$ cat src/rtl/keygate_pkg.sv
// Package: shared types for the keyed unlock gate.
// Assumes: two-bit size and state encodings, used by every module of the gate.
package keygate_pkg;

    // Gate state: closed, armed after the first key, open after the second key
    typedef enum logic [1:0] {
        KS_LOCKED = 2'd0,
        KS_ARMED  = 2'd1,
        KS_OPEN   = 2'd2
    } key_state_e;

    // Bus access size codes
    typedef enum logic [1:0] {
        SZ_BYTE = 2'd0,
        SZ_HALF = 2'd1,
        SZ_WORD = 2'd2,
        SZ_RSVD = 2'd3
    } acc_size_e;

endpackage

$ cat src/rtl/keygate_seq.sv
// Module: keygate_seq
// Tracks the unlock state. The arming key wins from any state. The opening
// key counts only when the gate is armed. Any wide write closes an open gate.
// Assumes: the key-hit inputs already include wr_en and the offset match.
module keygate_seq
    import keygate_pkg::*;
(
    input  logic       clk,
    input  logic       rst_n,
    input  logic       wr_en,
    input  logic       key_arm,
    input  logic       key_open,
    input  logic       wide,
    output key_state_e state,
    output logic       accept
);

    key_state_e state_nx;

    // Next-state selection for the key sequence
    always_comb begin
        state_nx = state;
        if (wr_en) begin
            if (key_arm) begin
                state_nx = KS_ARMED;
            end else if (key_open && state == KS_ARMED) begin
                state_nx = KS_OPEN;
            end else if (state == KS_OPEN && wide) begin
                state_nx = KS_LOCKED;
            end
        end
    end

    // The single write allowed through an open gate
    assign accept = wr_en && wide && (state == KS_OPEN) && !key_arm;

    // State register
    always_ff @(posedge clk) begin
        if (!rst_n) begin
            state <= KS_LOCKED;
        end else begin
            state <= state_nx;
        end
    end

endmodule

$ cat src/rtl/keygate_cmd.sv
// Module: keygate_cmd
// Performs the accepted protected write: loads a preload register or issues
// the reload / clear commands, and registers them into one-cycle strobes.
// Assumes: accept is high for at most one cycle per unlock.
module keygate_cmd
    import keygate_pkg::*;
#(
    parameter int                  ADDR_W  = 4,
    parameter int                  PRE_W   = 20,
    parameter logic [ADDR_W-1:0]   PA_OFF  = 4'h0,
    parameter logic [ADDR_W-1:0]   PB_OFF  = 4'h4,
    parameter logic [ADDR_W-1:0]   CMD_OFF = 4'hC
) (
    input  logic              clk,
    input  logic              rst_n,
    input  logic              accept,
    input  logic [1:0]        size,
    input  logic [ADDR_W-1:0] addr,
    input  logic [PRE_W-1:0]  pre_data,
    input  logic              bit_reload,
    input  logic              bit_clear,
    output logic [PRE_W-1:0]  preload_a,
    output logic [PRE_W-1:0]  preload_b,
    output logic              clear_cmd,
    output logic              reload_pulse,
    output logic              clear_pulse
);

    localparam int               N_PRE   = 2;
    localparam logic [PRE_W-1:0] PRE_RST = {PRE_W{1'b1}};

    logic             is_half;
    logic             is_word;
    logic             reload_cmd;
    logic [PRE_W-1:0] pre_q [N_PRE];

    // Size qualifiers for the protected actions
    assign is_half = (size == SZ_HALF);
    assign is_word = (size == SZ_WORD);

    // Command decode at the command offset
    assign reload_cmd = accept && is_half && (addr == CMD_OFF) && bit_reload;
    assign clear_cmd  = accept && is_half && (addr == CMD_OFF) && bit_clear;

    // One preload register per protected offset
    for (genvar g = 0; g < N_PRE; g++) begin : g_pre
        localparam logic [ADDR_W-1:0] MY_OFF = (g == 0) ? PA_OFF : PB_OFF;

        // Load on an accepted word write to this register's offset
        always_ff @(posedge clk) begin
            if (!rst_n) begin
                pre_q[g] <= PRE_RST;
            end else if (accept && is_word && addr == MY_OFF) begin
                pre_q[g] <= pre_data;
            end
        end
    end

    assign preload_a = pre_q[0];
    assign preload_b = pre_q[1];

    // Strobe registers, high for one cycle after the accepted write
    always_ff @(posedge clk) begin
        if (!rst_n) begin
            reload_pulse <= 1'b0;
            clear_pulse  <= 1'b0;
        end else begin
            reload_pulse <= reload_cmd;
            clear_pulse  <= clear_cmd;
        end
    end

endmodule

$ cat src/rtl/keygate_status.sv
// Module: keygate_status
// Holds the previous-reset flag and produces the registered read data.
// Assumes: a set and a clear in the same cycle resolve to set.
module keygate_status #(
    parameter int                DATA_W   = 32,
    parameter logic [DATA_W-1:0] READ_VAL = 32'h0000_1200
) (
    input  logic              clk,
    input  logic              rst_n,
    input  logic              cause_set,
    input  logic              clear_cmd,
    input  logic              rd_en,
    input  logic              rd_hit,
    output logic [DATA_W-1:0] rdata
);

    logic flag_q;

    // Sticky flag: set by the timer side, cleared by command
    always_ff @(posedge clk) begin
        if (!rst_n) begin
            flag_q <= 1'b0;
        end else if (cause_set) begin
            flag_q <= 1'b1;
        end else if (clear_cmd) begin
            flag_q <= 1'b0;
        end
    end

    // Read data register, zero unless a flag read hits
    always_ff @(posedge clk) begin
        if (!rst_n) begin
            rdata <= '0;
        end else begin
            rdata <= (rd_en && rd_hit && flag_q) ? READ_VAL : '0;
        end
    end

endmodule

$ cat src/rtl/keygate_unlock.sv
// Module: keygate_unlock (top)
// Decodes the key values and the command fields from the bus, and connects the
// sequencer, the protected-write logic and the status register.
// Assumes: wr_en and rd_en are not both high in one cycle. Byte writes are
// compared with the key on bits 7:0 only.
module keygate_unlock
    import keygate_pkg::*;
#(
    parameter int                ADDR_W     = 4,
    parameter int                DATA_W     = 32,
    parameter int                PRE_W      = 20,
    parameter logic [ADDR_W-1:0] PA_OFF     = 4'h0,
    parameter logic [ADDR_W-1:0] PB_OFF     = 4'h4,
    parameter logic [ADDR_W-1:0] CMD_OFF    = 4'hC,
    parameter logic [DATA_W-1:0] KEY_ARM    = 32'h80,
    parameter logic [DATA_W-1:0] KEY_OPEN   = 32'h86,
    parameter int                RELOAD_BIT = 8,
    parameter int                CLR_BIT_A  = 9,
    parameter int                CLR_BIT_B  = 12,
    parameter logic [DATA_W-1:0] READ_VAL   = 32'h0000_1200
) (
    input  logic              clk,
    input  logic              rst_n,
    input  logic              wr_en,
    input  logic              rd_en,
    input  logic [ADDR_W-1:0] addr,
    input  logic [DATA_W-1:0] wdata,
    input  logic [1:0]        size,
    input  logic              cause_set,
    output logic [DATA_W-1:0] rdata,
    output logic [PRE_W-1:0]  preload_a,
    output logic [PRE_W-1:0]  preload_b,
    output logic              reload_pulse,
    output logic              clear_pulse
);

    localparam int BYTE_W = 8;
    localparam int HALF_W = 16;

    key_state_e        key_state;
    logic [DATA_W-1:0] wval;
    logic              at_cmd;
    logic              key_arm;
    logic              key_open;
    logic              wide;
    logic              accept;
    logic              clear_cmd;
    logic              rd_hit;

    // Mask the write data to the access size before the key compare
    always_comb begin
        case (size)
            SZ_BYTE: wval = {{(DATA_W-BYTE_W){1'b0}}, wdata[BYTE_W-1:0]};
            SZ_HALF: wval = {{(DATA_W-HALF_W){1'b0}}, wdata[HALF_W-1:0]};
            default: wval = wdata;
        endcase
    end

    // Key and size decode
    assign at_cmd   = (addr == CMD_OFF);
    assign key_arm  = wr_en && at_cmd && (wval == KEY_ARM);
    assign key_open = wr_en && at_cmd && (wval == KEY_OPEN);
    assign wide     = (size != SZ_BYTE);
    assign rd_hit   = at_cmd && (size == SZ_HALF);

    keygate_seq u_seq (
        .clk      (clk),
        .rst_n    (rst_n),
        .wr_en    (wr_en),
        .key_arm  (key_arm),
        .key_open (key_open),
        .wide     (wide),
        .state    (key_state),
        .accept   (accept)
    );

    keygate_cmd #(
        .ADDR_W  (ADDR_W),
        .PRE_W   (PRE_W),
        .PA_OFF  (PA_OFF),
        .PB_OFF  (PB_OFF),
        .CMD_OFF (CMD_OFF)
    ) u_cmd (
        .clk          (clk),
        .rst_n        (rst_n),
        .accept       (accept),
        .size         (size),
        .addr         (addr),
        .pre_data     (wdata[PRE_W-1:0]),
        .bit_reload   (wdata[RELOAD_BIT]),
        .bit_clear    (wdata[CLR_BIT_A] | wdata[CLR_BIT_B]),
        .preload_a    (preload_a),
        .preload_b    (preload_b),
        .clear_cmd    (clear_cmd),
        .reload_pulse (reload_pulse),
        .clear_pulse  (clear_pulse)
    );

    keygate_status #(
        .DATA_W   (DATA_W),
        .READ_VAL (READ_VAL)
    ) u_status (
        .clk       (clk),
        .rst_n     (rst_n),
        .cause_set (cause_set),
        .clear_cmd (clear_cmd),
        .rd_en     (rd_en),
        .rd_hit    (rd_hit),
        .rdata     (rdata)
    );

endmodule

$ cat config.mk
export PLATFORM = sky130hd
export DESIGN_NAME = keygate_unlock
export DESIGN_NICKNAME = d
export VERILOG_FILES = /design/src/rtl/keygate_pkg.sv /design/src/rtl/keygate_seq.sv /design/src/rtl/keygate_cmd.sv /design/src/rtl/keygate_status.sv /design/src/rtl/keygate_unlock.sv
export SDC_FILE = /design/constraint.sdc
export NUM_CORES = 1
export LEC_CHECK = 0
export BUFFER_PORTS_ARGS = -buffer_cell sky130_fd_sc_hd__buf_2
export CAP_MARGIN = 20
export CORE_MARGIN = 5
export CORE_UTILIZATION = 40
export DETAILED_ROUTE_END_ITERATION = 10
export PLACE_DENSITY = 0.76
export SYNTH_ARGS = -nofsm -noshare
export SYNTH_HDL_FRONTEND = slang
export SYNTH_SLANG_ARGS = --single-unit
$ cat constraint.sdc
create_clock -name clk -period 2.63 [get_ports clk]
set_clock_uncertainty 0.2 [all_clocks]
set_input_delay 0.263 -clock clk [delete_from_list [all_inputs] [get_ports clk]]
set_output_delay 0.263 -clock clk [all_outputs]
set_load 0.02 [all_outputs]
# [Word-level counts from Yosys, hierarchy flattened]
# Memories as Yosys holds them, arrays and structs flattened.
# Cells that the tools add are included.
# Widths: inputs -> output; s select.
[word_totals] register_bits=37 latch_bits=0 mem_bits_rw=40 mem_bits_ro=0 input_bits=43 wordCells=58 n_memories=1
[mem_list] memory="u_cmd.pre_q" depth=2 word_bits=20 read_ports=2 rd_ports_with_merged_regs=0 write_ports=2 line_no="keygate_cmd.sv:35" text="logic [PRE_W-1:0] pre_q [N_PRE];"
[classes] addsub=0 multipliers=0 n_div=0 n_lt_le_gt_ge=0 eq_ne=8 shift=0 muxes=16 bitwise_logic=3 reduce_logical=25
[op_table] cell="$eq 32x8->1 const B" count=2
[op_table] cell="$pmux 32 s2" count=1
[op_table] cell="$mux 20" count=2
[op_table] cell="$logic_and 1x1->1" count=18
[op_table] cell="$mux 13" count=1
[op_table] cell="$mux 1" count=9
[op_table] cell="$mux 2" count=3
[op_table] cell="$eq 2x1->1 const B" count=2
[op_table] cell="$eq 2x2->1 const B" count=2
[op_table] cell="$eq 4x3->1 const B" count=1
[op_table] cell="$eq 4x4->1 const B" count=1
[op_table] cell="$logic_not 4->1" count=1
[op_table] cell="$reduce_bool 2->1" count=2
[op_table] cell="$or 1x1->1" count=3
[op_table] cell="$reduce_bool 3->1" count=1
[op_table] cell="$logic_not 2->1" count=1
[op_table] cell="$reduce_and 2->1" count=1
[op_table] cell="$logic_not 1->1" count=1

# [Depth between registers and ports, before layout]
# Gate-level depths: netlist of run 1.
[depth] word_depth=12 ltp_mapped=6 ltp_nobuf=5

# [Hierarchy]
# From an unflattened synthesis of run 1, not the netlist that was laid out.
[hier_totals] cells_unflattened=191 area_unflattened_um2=2273.4
[modules_own_cells] module="keygate_cmd" n_inst=1 cells_each=123 area_per_inst_um2=1727.9
[modules_own_cells] module="keygate_status" n_inst=1 cells_each=37 area_per_inst_um2=307.8
[modules_own_cells] module="keygate_unlock" n_inst=1 cells_each=19 area_per_inst_um2=126.4
[modules_own_cells] module="keygate_seq" n_inst=1 cells_each=12 area_per_inst_um2=111.4

# [Worst setup path before layout of run 1]
# OpenSTA, ideal clock, no wires.
[synth_path] path_type="reg-to-reg" start="reg u_seq.state[0]" end="mem u_cmd.pre_q[0][0], enable pin" setup_ns=0.425 t_arrival_ns=2.043 path_slack_ns=-0.037 stages_incl_launch_ff=4 n_path_buf=0 period_less_slack_ns=2.667 path_cell_list="dfxtp_1 -> nor2_1 -> nand3_1 -> o21ai_0"
[synth_rtl] item="from (decl)" line_no="keygate_seq.sv:14" text="output key_state_e state,"
[synth_rtl] item="from (signal assigned)" line_no="keygate_seq.sv:42" text="state <= state_nx;"
[synth_rtl] item="to (decl)" line_no="keygate_cmd.sv:35"

==> reports/metrics.yaml, run 1 <==
r2r_slack_ns: 0.82
multi_input_area_um2: 672
dp_hpwl_um: 3660
syn2layout_area_growth_pct: 23.3
io_buffers: 86
setup.worst_path.start_class: "input pin"
yosysSeqAreaShare_pct: 61.0
drt_iter0_drc: 92
cts.path.max_buffers: 2
clock_latency_ns: 0.30
leakagePower_nw: 0.880
antenna_found_initial: 0
rsz0062_at_grt: "false"
grt_pass1_vias: 1524
r2r-start: "u_seq.state[0]"
synth_cell_types: 28
rows: 26
ant_nets: 0
grt_pass1_wl_um: 7280
r2r_end: "u_cmd.pre_q[1][15]"
min_path_type: "input pin to flip-flop"
drive_gt1_share_pct: 44.4
crit_end: "u_cmd.pre_q[1][15]"
cts_root_buf: "clkbuf_8"
min_period_ns: 1.87
placedCellCount: 320
mostFrequentLayoutCells: "buf_2 (86), edfxtp_1 (40), conb_1 (30), nand2b_1 (28), nand2b_2 (10)"
crit_fanout: 20
maxCapViolations: 0
nets: 301
final_area_um2: 2670
criticalPathCategory: "input pin to flip-flop"
ir_drop_uv: 202
syn_area_per_cell_um2: 13.0
status: "complete, no violations"
die_y_um: 83.6
period_share_pct: 70.9
final_hold_viol_count: 0
tritoncts: "yes"
ys_warn_count: 0
avgRoutedWirePerCell_um: 14.3
ff2ff_path_depth: 5
first_pass_iters: 4
netlist_area_um2: 2170
die-area_um2: 6990
grt_max_degree: 21
slew_viol_final: 0
cts.clk_slew.worst_paths_ns: 0.09
cts-buffers-inserted: 5
end_kind: "flip-flop"
grt_usage_pct: 13.3
place_ws_ns: 0.449
io-pin-count: 117
cp_data_arrival_time_ns: 1.83
cts_max_level: 2
grt_overflow_total: 0
layout_setup_ws_ns: 0.765
cts_setup_buffers: 0
seqCellArea_um2: 1320
fp.coreArea_um2: 5170
fmax_ghz: 0.536
fin_util_pct: 51.6
initial_core_util_pct: 41.9
final_common_cell: "buf_2"
nFillCells: 458
die_w_um: 83.6
setup_violations: 0
place_area_um2: 2550
busiest_layer: "met2"
vias_per_cell: 4.54
ys_ff_latch: 46
vias: 1494
drc: 0
crit_start: "addr[1]"
drt-total-wl_um: 4700
gp_congestion: 0.907
required_ns: 2.60
p_per_area_nw_per_um2: 538
diodes: 0
met2_usage_pct: 23.6
synth_cells: 167
use_met3_pct: 5.23
grtUsageMet1_pct: 13.7
holdWs_ns: 0.00739
finalNonFillerCells: 329
cts_sinks: 46
sequential cells by signal (all words and copies together), names as in the netlist:
signal and flops:
u_cmd.pre_q 40, u_seq.state 2, u_cmd.clear_pulse 1, u_cmd.reload_pulse 1, u_status.rdata 1, u_status.flag_q 1
cell families after synthesis:
kind of cell / Yosys count / synth area share (%)
buffers and inverters: 38 / 13.3
DFF: 46 / 61.0
other: 1 / 0.173
AOI/OAI and AO/OA: 9 / 2.95
and+or+nand+nor: 73 / 22.5
area by class of cell:
| type | count | share of cell area [%] |
|---|---|---|
| repair buffers | 91 | 17.6 |
| clock buffers | 5 | 2.58 |
| flip-flops and latches | 46 | 49.5 |
| clock inverters | 3 | 1.64 |
| multi-input cells | 112 | 25.2 |
| well taps | 70 | 3.28 |
| inverters | 2 | 0.281 |
power by group:
group | total [mW] | internal (mW) | switching (mW)
Clock | 0.523 | 0.285 | 0.239
Combinational | 0.124 | 0.0422 | 0.0822
Sequential | 0.790 | 0.789 | 0.000569
per-stage QoR:
| step | setup TNS (ns) | power [mW] |
|---|---|---|
| after global routing | 0 | 1.49 |
| after detailed placement | 0 | 0.929 |
| after floorplan | -1.50 | 0.913 |
| after CTS | 0 | 1.44 |
| after global placement | 0 | 0.928 |
| final | 0 | 1.44 |
timing repair:
action / CTS / global route
gates resized for setup: 0 / 0
hold buffers: 1 / 0
endpoints found under the hold margin: 1 / 0
Yosys cell counts:
library cell	n	area (um2)
nor3_1	1	5.00
nor4_1	8	50.1
nand2_1	3	11.3
buf_4	31	233
nor2_1	8	30.0
nand4b_1	2	17.5
a21boi_0	1	7.51
nor4bb_1	1	10.0
or3_2	1	7.51
inv_1	2	7.51
nand2b_1	28	175
nand4_1	3	18.8
nand3_1	4	20.0
a31oi_1	1	6.26
edfxtp_1	40	1200
clkbuf_1	1	3.75
buf_6	4	45.0
o31a_1	1	8.76
o21a_1	2	15.0
or4b_4	1	13.8
conb_1	1	3.75
a41oi_1	1	8.76
nor3_2	2	20.0
nor4_4	1	21.3
o21ai_0	2	10.0
dfxtp_1	6	120
o211ai_1	1	7.51
nand2b_2	10	87.6
worst min-delay path by stage:
stage,end,startpoint,cells past startpoint
global placement,u_status.rdata[9],u_status.flag_q,2
floorplan,u_status.flag_q,cause_set,1
detailed placement,u_status.rdata[9],u_status.flag_q,2
CTS,u_status.rdata[9],rd_en,3
finish,u_status.rdata[9],rd_en,3
global route,u_status.rdata[9],rd_en,3
critical path, stage by stage:
cell      delay, ns
buf_2          0.11
nor4bb_1       0.46
nand3_1        0.23
nor4_4         0.35
nor3_2         0.07
buf_4          0.23
nand2b_1       0.12
layer usage:
metal,up-vias,wire (um)
met5,-,0
met4,0,66
met3,5,519
met2,91,2350
met1,684,1760
li1,714,-
(Power assumes the default switching activity.)
==> run 2: changes to the inputs <==
--- a/config.mk
+++ b/config.mk
@@ -5,10 +5,11 @@
 export SDC_FILE = /design/constraint.sdc
 export NUM_CORES = 1
 export LEC_CHECK = 0
+export ABC_AREA = 1
 export BUFFER_PORTS_ARGS = -buffer_cell sky130_fd_sc_hd__buf_2
 export CAP_MARGIN = 20
 export CORE_MARGIN = 5
-export CORE_UTILIZATION = 40
+export CORE_UTILIZATION = 41
 export DETAILED_ROUTE_END_ITERATION = 10
 export PLACE_DENSITY = 0.76
 export SYNTH_ARGS = -nofsm -noshare
==> constraint.sdc (replaced) <==
create_clock -name clk -period 1.7 [get_ports clk]
set_clock_uncertainty 0.2 [all_clocks]
set_input_delay 0.17 -clock clk [delete_from_list [all_inputs] [get_ports clk]]
set_output_delay 0.17 -clock clk [all_outputs]
set_load 0.02 [all_outputs]
==> run 2 against run 1 <==
Net effect:
- the flow now finishes with violations (negative setup slack)
- core utilization up 8.9 points
- clock-buffer cell count unchanged
- final area up 23%
- worst setup slack worse by 0.88 ns
- sequential power increased by 54%
- final cell count is 35% higher
- synthesized cell count grew 41%
- critical path depth increased by 1
==> reports/metrics.yaml, run 2 <==
status: "complete, but fails checks"
violations: "negative setup slack"
criticalPathCategory: "flip-flop to flip-flop"
ir_drop_uv: 371
grt_usage_pct: 15.8
vias: 2011
place_area_um2: 2860
end_kind: "flip-flop"
tritoncts: "yes"
fin_util_pct: 60.6
avgRoutedWirePerCell_um: 13.0
seqCellArea_um2: 1320
io-pin-count: 117
cts_root_buf: "clkbuf_8"
mostFrequentLayoutCells: "buf_2 (86), nand3_1 (41), edfxtp_1 (40), nor2_1 (32)"
gp_congestion: 0.818
setup.worst_path.start_class: "flip-flop"
slew_viol_final: 0
final_area_um2: 3290
antenna_found_initial: 0
syn_area_per_cell_um2: 9.61
leakagePower_nw: 1.30
crit_fanout: 5
first_pass_iters: 4
drt_iter0_drc: 135
nFillCells: 450
synthTopCellsByArea: "edfxtp_1 (53%), buf_4 (10%), nand3_1 (9.5%)"
drive_gt1_share_pct: 40.7
fmax_ghz: 0.552
dp_hpwl_um: 3970
initial_core_util_pct: 41.7
p_per_area_nw_per_um2: 655
crit_buf_inv: 3
grt_overflow_total: 0
ys_ff_latch: 46
finalNonFillerCells: 443
netlist_area_um2: 2270
crit_chain: "inv_2, nor2_2, nand2_2, nor2_4, nand4_4, buf_12, o21ai_4, clkbuf_16"
cts-buffers-inserted: 5
path_delay_family: "simple AND/OR/NAND/NOR gates"
drc: 0
cts.path.max_buffers: 2
grt_pass1_vias: 1928
cts_sinks: 46
maxCapViolations: 0
r2r-start: "u_seq.state[1]"
synth_cell_types: 17
fp.coreArea_um2: 5440
rsz0062_at_grt: "true"
min_path_type: "input pin to flip-flop"
synth_commonest_cells: "nand3_1 (43), edfxtp_1 (40), nor2_1 (33), buf_4 (31), nand2_1 (30)"
nets: 413
required_ns: 1.51
regMostFlops: "u_cmd.pre_q"
clock_latency_ns: 0.29
syn2layout_area_growth_pct: 45.2
die-area_um2: 7120
min_period_ns: 1.81
placedCellCount: 411
slowest_delay_ns: 0.34
final_hold_viol_count: 0
top_regs: "u_cmd.pre_q (40), u_seq.state (2)"
vias_per_cell: 4.54
yosys.cell_count.top_type: "nand3_1"
synth_cells: 236
period_share_pct: 107
multi_input_area_um2: 746
drt-total-wl_um: 5760
final_common_cell: "buf_2"
synth-main-ff-cell: "edfxtp_1"
ant_nets: 0
cp_data_arrival_time_ns: 1.62
die_y_um: 84.4
power.total_mw: 2.16
layout_setup_ws_ns: -0.112
largest_register_ffs: 40
grt_pass1_wl_um: 8960
synth_area_leader_cell: "edfxtp_1"
cts.clk_slew.worst_paths_ns: 0.08
io_buffers: 86
synthArstFlopShare_pct: 0
setup_violations: 75
crit_start: "u_seq.state[1]"
synth_top_area_share_pct: 53.0
diodes: 0
cts_max_level: 2
min_from: "wdata[6]"
rows: 27
die_w_um: 84.4
yosysSeqAreaShare_pct: 58.2
ys_warn_count: 0
grt_max_degree: 25
synth_edf_count: 40
crit_path_top_delay_cell: "dfxtp_2"
==> run 2: final timing paths <==
check / cells past startpoint / to / slack [ns]
max reg2reg: 8 / u_cmd.pre_q[1][6] / -0.11
max: 8 / u_cmd.pre_q[1][6] / -0.11
min reg2reg: 2 / u_seq.state[1] / 0.29
min: 3 / u_cmd.pre_q[0][6] / 0.02
==> run 2: cell type report <==
| class | instances | share of cell area (%) |
|---|---|---|
| repair buffers | 136 | 28.6 |
| clock inverters | 3 | 0.494 |
| well taps | 72 | 2.73 |
| inverters | 29 | 3.30 |
| clock buffers | 5 | 2.09 |
| flip-flops and latches | 46 | 40.1 |
| multi-input cells | 152 | 22.6 |
==> run 2: timing repair <==
item / in CTS / in global routing
setup endpoints to repair: 46 / 82
setup buffers: 9 / 2
hold buffers: 8 / 0
resized for setup: 8 / 8
pin swaps: 6 / 6
hold endpoints to repair: 12 / 0
cloned: 3 / 2
==> run 2: report_power, final <==
group          leakage (nW)  internal, mW  total (mW)  switching [mW]
sequential            0.320          1.22        1.22        0.000554
clock                0.0432         0.282       0.627           0.345
combinational         0.936         0.124       0.308           0.184
total                  1.30          1.63        2.16           0.529
==> run 2: cell families (layout without fill, tap and decap cells) <==
family / after synthesis / count (layout) / synth area share (%)
AND/OR/NAND/NOR: 115 / 115 / 22.6
buffers and inverters: 69 / 173 / 17.9
flip-flops: 46 / 46 / 58.2
AO/OA/AOI/OAI: 5 / 7 / 1.10
other: 1 / 30 / 0.165
==> run 2: worst register-to-register path: stages, from the launching register on <==
cell and delay (ns):
dfxtp_2 0.34, inv_2 0.04, nor2_2 0.08, nand2_2 0.08
nor2_4 0.12, nand4_4 0.12, buf_12 0.17, o21ai_4 0.20
clkbuf_16 0.19
==> run 2: per-layer routing <==
metal / GRT usage [%] / share of wire [%] / up-vias
met5: 0 / 0 / -
met4: 4.89 / 1.8 / 0
met3: 4.71 / 11 / 9
met2: 28.6 / 53 / 112
met1: 17.8 / 35 / 910
li1: - / - / 980
==> run 2: stage by stage <==
stage	worst slack, ns	hold slack [ns]	setup TNS, ns
after floorplan	-0.0798	0.0760	-2.78
after global placement	-0.290	0.169	-11.21
after detailed placement	-0.335	0.169	-14.24
after CTS	-0.0486	0.00132	-1.74
after global routing	-0.145	0.0310	-6.95
final	-0.112	0.0200	-3.34
